**src/rtl/acb_pkg.sv**
```systemverilog
package acb_pkg;
  parameter int unsigned LINE_W = 8;  // width of the lines-per-toggle setting
  parameter int unsigned EVT_W  = 4;  // width of the transitions-per-interrupt setting
endpackage

```
**src/rtl/acb_line_div.sv**
```systemverilog
// Counts line strobes and emits one event when the programmed count is reached.
module acb_line_div #(
  parameter int unsigned W = 8
) (
  input  logic         clk,
  input  logic         rst_n,
  input  logic         tick,
  input  logic [W-1:0] limit,
  output logic         evt
);
  logic [W-1:0] cnt_q, cnt_d;

  // >= so that a lowered limit wraps on the next strobe
  assign evt = tick && (cnt_q >= limit);

  always_comb begin
    cnt_d = cnt_q;
    if (tick) begin
      if (evt) cnt_d = '0;
      else     cnt_d = cnt_q + W'(1);
    end
  end

  always_ff @(posedge clk or negedge rst_n) begin
    if (!rst_n) cnt_q <= '0;
    else        cnt_q <= cnt_d;
  end
endmodule

```
**src/rtl/acb_pin_drv.sv**
```systemverilog
// Bias pin register: inverts on each event in passive mode, forced low in active mode.
module acb_pin_drv (
  input  logic clk,
  input  logic rst_n,
  input  logic evt,
  input  logic active,
  output logic pin
);
  logic pin_q, pin_d;

  always_comb begin
    if (active)   pin_d = 1'b0;
    else if (evt) pin_d = ~pin_q;
    else          pin_d = pin_q;
  end

  always_ff @(posedge clk or negedge rst_n) begin
    if (!rst_n) pin_q <= 1'b0;
    else        pin_q <= pin_d;
  end

  assign pin = pin_q;
endmodule

```
**src/rtl/acb_evt_cnt.sv**
```systemverilog
// Counts bias events and raises a sticky flag after the programmed number.
module acb_evt_cnt #(
  parameter int unsigned W = 4
) (
  input  logic         clk,
  input  logic         rst_n,
  input  logic         evt,
  input  logic [W-1:0] limit,
  input  logic         clr,
  output logic         flag
);
  logic [W-1:0] cnt_q, cnt_d;
  logic         flag_q, flag_d;
  logic [W:0]   inc;
  logic         enabled, hit, set;

  assign enabled = (limit != '0);
  assign inc     = {1'b0, cnt_q} + (W+1)'(1);
  assign hit     = inc >= {1'b0, limit};
  assign set     = enabled && evt && !flag_q && hit;

  always_comb begin
    cnt_d = cnt_q;
    if (!enabled)                 cnt_d = '0;
    else if (evt && !flag_q) begin
      if (hit) cnt_d = '0;
      else     cnt_d = inc[W-1:0];
    end
  end

  // set has priority over clear
  always_comb begin
    if (set)      flag_d = 1'b1;
    else if (clr) flag_d = 1'b0;
    else          flag_d = flag_q;
  end

  always_ff @(posedge clk or negedge rst_n) begin
    if (!rst_n) begin
      cnt_q  <= '0;
      flag_q <= 1'b0;
    end else begin
      cnt_q  <= cnt_d;
      flag_q <= flag_d;
    end
  end

  assign flag = flag_q;
endmodule

```
**src/rtl/lcd_acbias.sv**
```systemverilog
module lcd_acbias
  import acb_pkg::*;
#(
  parameter int unsigned ACB_W = LINE_W,
  parameter int unsigned API_W = EVT_W
) (
  input  logic             clk,
  input  logic             rst_n,
  input  logic             line_tick,
  input  logic [ACB_W-1:0] toggle_cnt,
  input  logic [API_W-1:0] irq_cnt,
  input  logic             active_mode,
  input  logic             stat_clr,
  output logic             bias_out,
  output logic             stat_flag
);
  localparam int unsigned SYNC_STAGES = 2;

  logic [SYNC_STAGES-1:0] rst_sync_q;
  logic                   rst_int_n;
  logic                   evt;

  // asynchronous assert, synchronous release
  always_ff @(posedge clk or negedge rst_n) begin
    if (!rst_n) rst_sync_q <= '0;
    else        rst_sync_q <= {rst_sync_q[SYNC_STAGES-2:0], 1'b1};
  end
  assign rst_int_n = rst_sync_q[SYNC_STAGES-1];

  acb_line_div #(.W(ACB_W)) u_div (
    .clk   (clk),
    .rst_n (rst_int_n),
    .tick  (line_tick),
    .limit (toggle_cnt),
    .evt   (evt)
  );

  acb_pin_drv u_pin (
    .clk    (clk),
    .rst_n  (rst_int_n),
    .evt    (evt),
    .active (active_mode),
    .pin    (bias_out)
  );

  acb_evt_cnt #(.W(API_W)) u_irq (
    .clk   (clk),
    .rst_n (rst_int_n),
    .evt   (evt),
    .limit (irq_cnt),
    .clr   (stat_clr),
    .flag  (stat_flag)
  );
endmodule

```
**config.mk**
```make
export PLATFORM = sky130hd
export DESIGN_NAME = lcd_acbias
export DESIGN_NICKNAME = d
export VERILOG_FILES = /design/src/rtl/acb_pkg.sv /design/src/rtl/acb_line_div.sv /design/src/rtl/acb_pin_drv.sv /design/src/rtl/acb_evt_cnt.sv /design/src/rtl/lcd_acbias.sv
export SDC_FILE = /design/constraint.sdc
export NUM_CORES = 1
export LEC_CHECK = 0
export BUFFER_PORTS_ARGS = -buffer_cell sky130_fd_sc_hd__buf_2
export CORE_MARGIN = 5
export CORE_UTILIZATION = 47
export CTS_BUF_LIST = sky130_fd_sc_hd__clkbuf_8
export DETAILED_ROUTE_END_ITERATION = 6
export PLACE_DENSITY = 0.69
export SLEW_MARGIN = 40
export SYNTH_ARGS = -nofsm -noshare
export SYNTH_HDL_FRONTEND = slang
export SYNTH_SLANG_ARGS = --single-unit
export TNS_END_PERCENT = 100
```
**constraint.sdc**
```tcl
create_clock -name clk -period 1.15 [get_ports clk]
set_input_delay 0 -clock clk [delete_from_list [all_inputs] [get_ports clk]]
set_output_delay 0 -clock clk [all_outputs]
set_load 0.005 [all_outputs]
```
==> Word-level counts from Yosys, hierarchy flattened <==
Index checks and enable logic that the tools add are counted.
{ "totals": {"inputBits": 17, "word_cells": 28, "regBits": 16} }
{ "op_classes": {"n_reduce_logical": 9, "n_bitwise": 1, "muxes": 8, "n_addsub": 2, "order_cmp": 2, "n_eq_ne": 1} }
{ "ops": {"columns": ["operator", "count"], "rows": [
  ["two-way mux 4 bit", 3],
  ["adder 8 x 1 -> 8 bit, second input constant", 1],
  [">= comparator 8 bit", 1],
  ["two-way mux 8 bit", 1],
  ["adder 4 x 1 -> 5 bit, second input constant", 1],
  [">= comparator 5 x 4 -> 1 bit", 1],
  ["logical AND 1 bit", 5],
  ["two-way mux 1 bit", 4],
  ["nonzero test 2 bit", 2],
  ["nonzero test 4 bit", 1],
  ["!= test 2 bit, second input constant", 1],
  ["zero test 1 bit", 1],
  ["NOT 1 bit", 1]
]} }

==> Depth between registers and ports, before layout <==
{ "logic_depth": {"word_depth": 6, "depth_mapped": 8, "depth_no_buf": 8} }

==> Hierarchy <==
Synthesis repeated with hierarchy kept, for this count alone.
{ "hier_totals": {"hier_cells": 116, "hier_area_um2": 1087.3} }
{ "by_module_without_submodules": {"columns": ["mod", "area_each_um2", "seq_area_each_um2", "n_inst", "cells_per_inst"], "rows": [
  ["acb_line_div", 594.3, 200.2, 1, 68],
  ["acb_evt_cnt", 401.6, 125.1, 1, 42],
  ["lcd_acbias", 53.8, 50.0, 1, 3],
  ["acb_pin_drv", 37.5, 25.0, 1, 3]
]} }

==> Worst setup path before layout <==
OpenSTA, ideal clock, no wires.
{ "synth_path": {"path_kind": "reg-to-reg", "from": "register u_irq.cnt_q[0]", "to": "register u_irq.cnt_q[2]", "setup_slack_ps": -966, "n_path_buf": 0, "stages_incl_launch_ff": 8, "setup_time_ps": 82, "arrival_time_ps": 2034, "path_cell_list": "dfrtp_1 -> ha_1 -> xor2_1 -> ha_1 -> a2111oi_1 -> nor2_1 -> or4_1 -> o22ai_1"} }
{ "synth_via": {"elab_chain_len": 5} }
{ "synth_rtl": {"columns": ["item", "line", "rtl"], "rows": [
  ["start: declaration", "acb_evt_cnt.sv:12", "logic [W-1:0] cnt_q, cnt_d;"],
  ["start signal: assignment", "acb_evt_cnt.sv:43", "cnt_q <= cnt_d;"],
  ["adder 4 x 1 -> 5 bit (*)", "acb_evt_cnt.sv:18", "assign inc = {1'b0, cnt_q} + (W+1)'(1);"],
  [">= comparator 5 x 4 -> 1 bit", "acb_evt_cnt.sv:19", "assign hit = inc >= {1'b0, limit};"],
  ["two-way mux 4 bit (*)", "acb_evt_cnt.sv:26", "if (hit) cnt_d = '0;"],
  ["two-way mux 4 bit (*)", "acb_evt_cnt.sv:25", "else if (evt && !flag_q) begin"],
  ["two-way mux 4 bit (*)", "acb_evt_cnt.sv:24", "if (!enabled) cnt_d = '0;"]
]} }
Every way passes the cells marked *; elsewhere a longest branch is shown, timed or not. The select of a mux whose other input is x is not followed.
A chain may end at the register's enable or synchronous reset.

==> Worst setup path after layout <==
Same ends and word-level chain as after synthesis.

==> impl_metrics.env <==
export IMPL_crit_arrival_ns=2.22
export IMPL_root_buffer="clkbuf_8"
export IMPL_async_reset_ff_share_pct=100
export IMPL_synthFlopType="dfrtp_1"
export IMPL_status="complete, but fails checks"
export IMPL_maxSlewViolCount=0
export IMPL_worst_path_max_fanout=4
export IMPL_grt_usage_pct=19.5
export IMPL_final_util_pct=77.6
export IMPL_ir_worst_vdd_v=0.00147
export IMPL_synthTopCellsByCount="dfrtp_1, ha_1, inv_1, nand3_1, nor2_1"
export IMPL_tns_ns=-9.54
export IMPL_numPlacedInstances=192
export IMPL_violations="setup timing"
export IMPL_r2r_start="u_irq.cnt_q[0]"
export IMPL_critPathMaxStageDelay_ns=0.44
export IMPL_dp_slack_ns=-0.899
export IMPL_power_mw=3.61
export IMPL_synth_top_area_share_pct=36.3
export IMPL_post_route_min_period_ns=2.05
export IMPL_synth_cell_types=31
export IMPL_hold_depth=3
export IMPL_wl_per_cell_um=15.4
export IMPL_cp_cell_sequence="ha_4 -> ha_4 -> a2111oi_4 -> nor2_1 -> or4_1 -> o22ai_2"
export IMPL_antenna_found_initial=0
export IMPL_syn_num_nets=151
export IMPL_skew_ns=0.00283
export IMPL_crit_type="reg2reg"
export IMPL_syn_cell_area_mm2=0.00110
export IMPL_post_route_drc_count=0
export IMPL_grt_pass1_vias=1225
export IMPL_cts_buffers=3
export IMPL_core_mm2=0.00223
export IMPL_drt_iter0_markers=28
export IMPL_num_io_pins=19
export IMPL_fin_nets=206
export IMPL_firstDrtPassIters=4
export IMPL_hold_end="u_pin.pin"
export IMPL_rows=17
export IMPL_stdcell_count=202
export IMPL_max_freq_mhz=489
export IMPL_startpoint="u_irq.cnt_q[0]"
export IMPL_crit_path_end_kind="register"
export IMPL_synth_edf_count=0
export IMPL_hold_violations=0
export IMPL_hp_class="in2reg"
export IMPL_dp_hpwl_mm=2.07
export IMPL_synth_top_area_cell="dfrtp_1"
export IMPL_grt_pass1_wl_mm=5.20
export IMPL_path_delay_family="adder cells"
export IMPL_cp_num_buf_inv=0
export IMPL_insertion_delay_ns=0.25
export IMPL_p_leak_nw=0.864
export IMPL_cap_violations=0
export IMPL_ys_ff_latch=16
export IMPL_use_met3_pct=2.63
export IMPL_rr_worst_depth=6
export IMPL_cpMostUsedCell="ha_4"
export IMPL_power_density_mw_per_mm2=2080
export IMPL_drive_above_1_share_pct=50.0
export IMPL_drtAntennaViolNets=0
export IMPL_die_h_um=58.5
export IMPL_layout_setup_ws_ns=-0.896
export IMPL_synth_area_leaders="dfrtp_1, ha_1, inv_1, nand3_1, nand2b_1"
export IMPL_start_util_pct=49.4
export IMPL_cts_buffer_depth=2
export IMPL_rr_endpoint="u_irq.cnt_q[2]"
export IMPL_yosysMostFrequentCell="dfrtp_1"
export IMPL_gp_congestion=0.880
export IMPL_grt_ovfl_total=0
export IMPL_yosysSeqAreaShare_pct=36.3
export IMPL_critPathLaunchType="register"
export IMPL_cts_sinks=16
export IMPL_clkTransAtPathRegs_ns=0.06
export IMPL_syn2layout_area_growth_pct=57.0
export IMPL_synth_area_per_cell_um2=9.20
export IMPL_hp_start="line_tick"
export IMPL_fin_crit_sh_pct=178
export IMPL_setup_violations=14
export IMPL_cts_tree="yes"
export IMPL_yosys_warnings=0
export IMPL_syn_inst=120
export IMPL_die_area_mm2=0.00342
export IMPL_cts_max_level=1
export IMPL_rsz0062_at_grt="true"
export IMPL_worst_path_max_delay_cell="dfrtp_1"
export IMPL_top_usage_layer="met2"
export IMPL_via_count=1107
export IMPL_rrSetupSlack_ns=-0.90
export IMPL_n_antenna_cell=0
export IMPL_fp_dieW_um=58.5
export IMPL_cp_required_ns=1.33
export IMPL_met1_usage_pct=24.0
export IMPL_grt_max_degree=15
export IMPL_viasPerCell=5.48
export IMPL_routed_wl_mm=3.11
export IMPL_gr_usage_met2_pct=35.2
export IMPL_place_port_buffers=18
==> cell type report <==
class / count / area, um^2
Fill cell: 163 / 500
Timing Repair Buffer: 51 / 359
Tap cell: 28 / 35.0
Clock buffer: 4 / 55.1
Multi-Input combinational cell: 89 / 831
Inverter: 14 / 52.6
Sequential cell: 16 / 400
==> layer usage <==
layer / wire [um] / up-vias
met4: 0 / 0
met3: 79 / 0
met1: 1380 / 559
met2: 1660 / 18
li1: - / 530
met5: 0 / -
==> placed cells by master, fill, tap and decap left out, types with 2 or more instances in the layout <==
master / synthesis / layout
xnor2_1: 3 / 2
a2111oi_4: 1 / 2
buf_2: 0 / 18
o22ai_2: 0 / 2
ha_1: 14 / 9
nand3_2: 0 / 5
buf_4: 0 / 27
nor2_2: 0 / 5
nand3_1: 10 / 5
nand2_1: 3 / 3
nor3_2: 0 / 2
a21oi_1: 6 / 5
nand4_1: 4 / 4
o21ai_1: 0 / 3
clkbuf_8: 0 / 4
buf_6: 0 / 5
xor2_1: 2 / 2
ha_4: 0 / 4
o21a_1: 4 / 3
dfrtp_1: 16 / 16
o21ai_2: 0 / 3
nor2_1: 10 / 4
nand2b_1: 7 / 6
inv_1: 14 / 13
==> sequential cells by signal, indices dropped and copies added (netlist names) <==
name and cells:
rst_sync_q 2, u_div.cnt_q 8, u_irq.cnt_q 4, u_irq.flag 1, u_pin.pin 1
==> worst register-to-register path, stage by stage, from the launching register on <==
cell and delay (ns):
dfrtp_1 0.44, ha_4 0.32, ha_4 0.20, a2111oi_4 0.35, nor2_1 0.10, or4_1 0.42
o22ai_2 0.15
==> worst max-delay path by stage <==
stage / to / depth (start not counted) / slack (ns)
2_1_floorplan: u_irq.cnt_q[2] / 8 / -0.79
3_3_place_gp: u_irq.cnt_q[2] / 6 / -0.82
3_5_place_dp: u_irq.cnt_q[2] / 8 / -0.90
4_1_cts: u_irq.cnt_q[2] / 8 / -0.91
5_1_grt: u_irq.cnt_q[2] / 6 / -0.99
6_report: u_irq.cnt_q[2] / 6 / -0.90
==> kinds of logic (layout without fill, tap and decap cells) <==
kind of cell / Yosys count / after routing / share of synthesized area, %
flip-flops: 16 / 16 / 36.3
AO/OA/AOI/OAI: 25 / 25 / 17.0
adder cells (fa/ha/maj): 14 / 14 / 15.9
XOR/XNOR: 5 / 5 / 3.97
multiplexers: 1 / 1 / 1.02
AND/OR/NAND/NOR: 43 / 43 / 20.4
other: 1 / 1 / 0.340
buffers and inverters: 15 / 69 / 5.10
==> metrics by stage <==
stage               hold slack [ns]  area, um^2
floorplan                    -0.296        1150
global placement             -0.216        1480
detailed placement           -0.214        1480
CTS                          0.0248        1650
global route                 0.0472        1730
finish                       0.0378        1730
==> where the power goes <==
group / switching (mW) / internal, mW / leakage, nW
clock network: 0.196 / 0.304 / 0.0288
logic: 1.03 / 1.23 / 0.633
registers: 0.127 / 0.726 / 0.203
total: 1.35 / 2.26 / 0.864
==> timing repair <==
action	in CTS	in global routing
pin swaps	10	8
hold buffers	1	0
hold endpoints to repair	2	0
gates resized for setup	20	17
setup buffers	3	4
endpoints found under the setup margin	14	14
(Power assumes the default switching activity.)
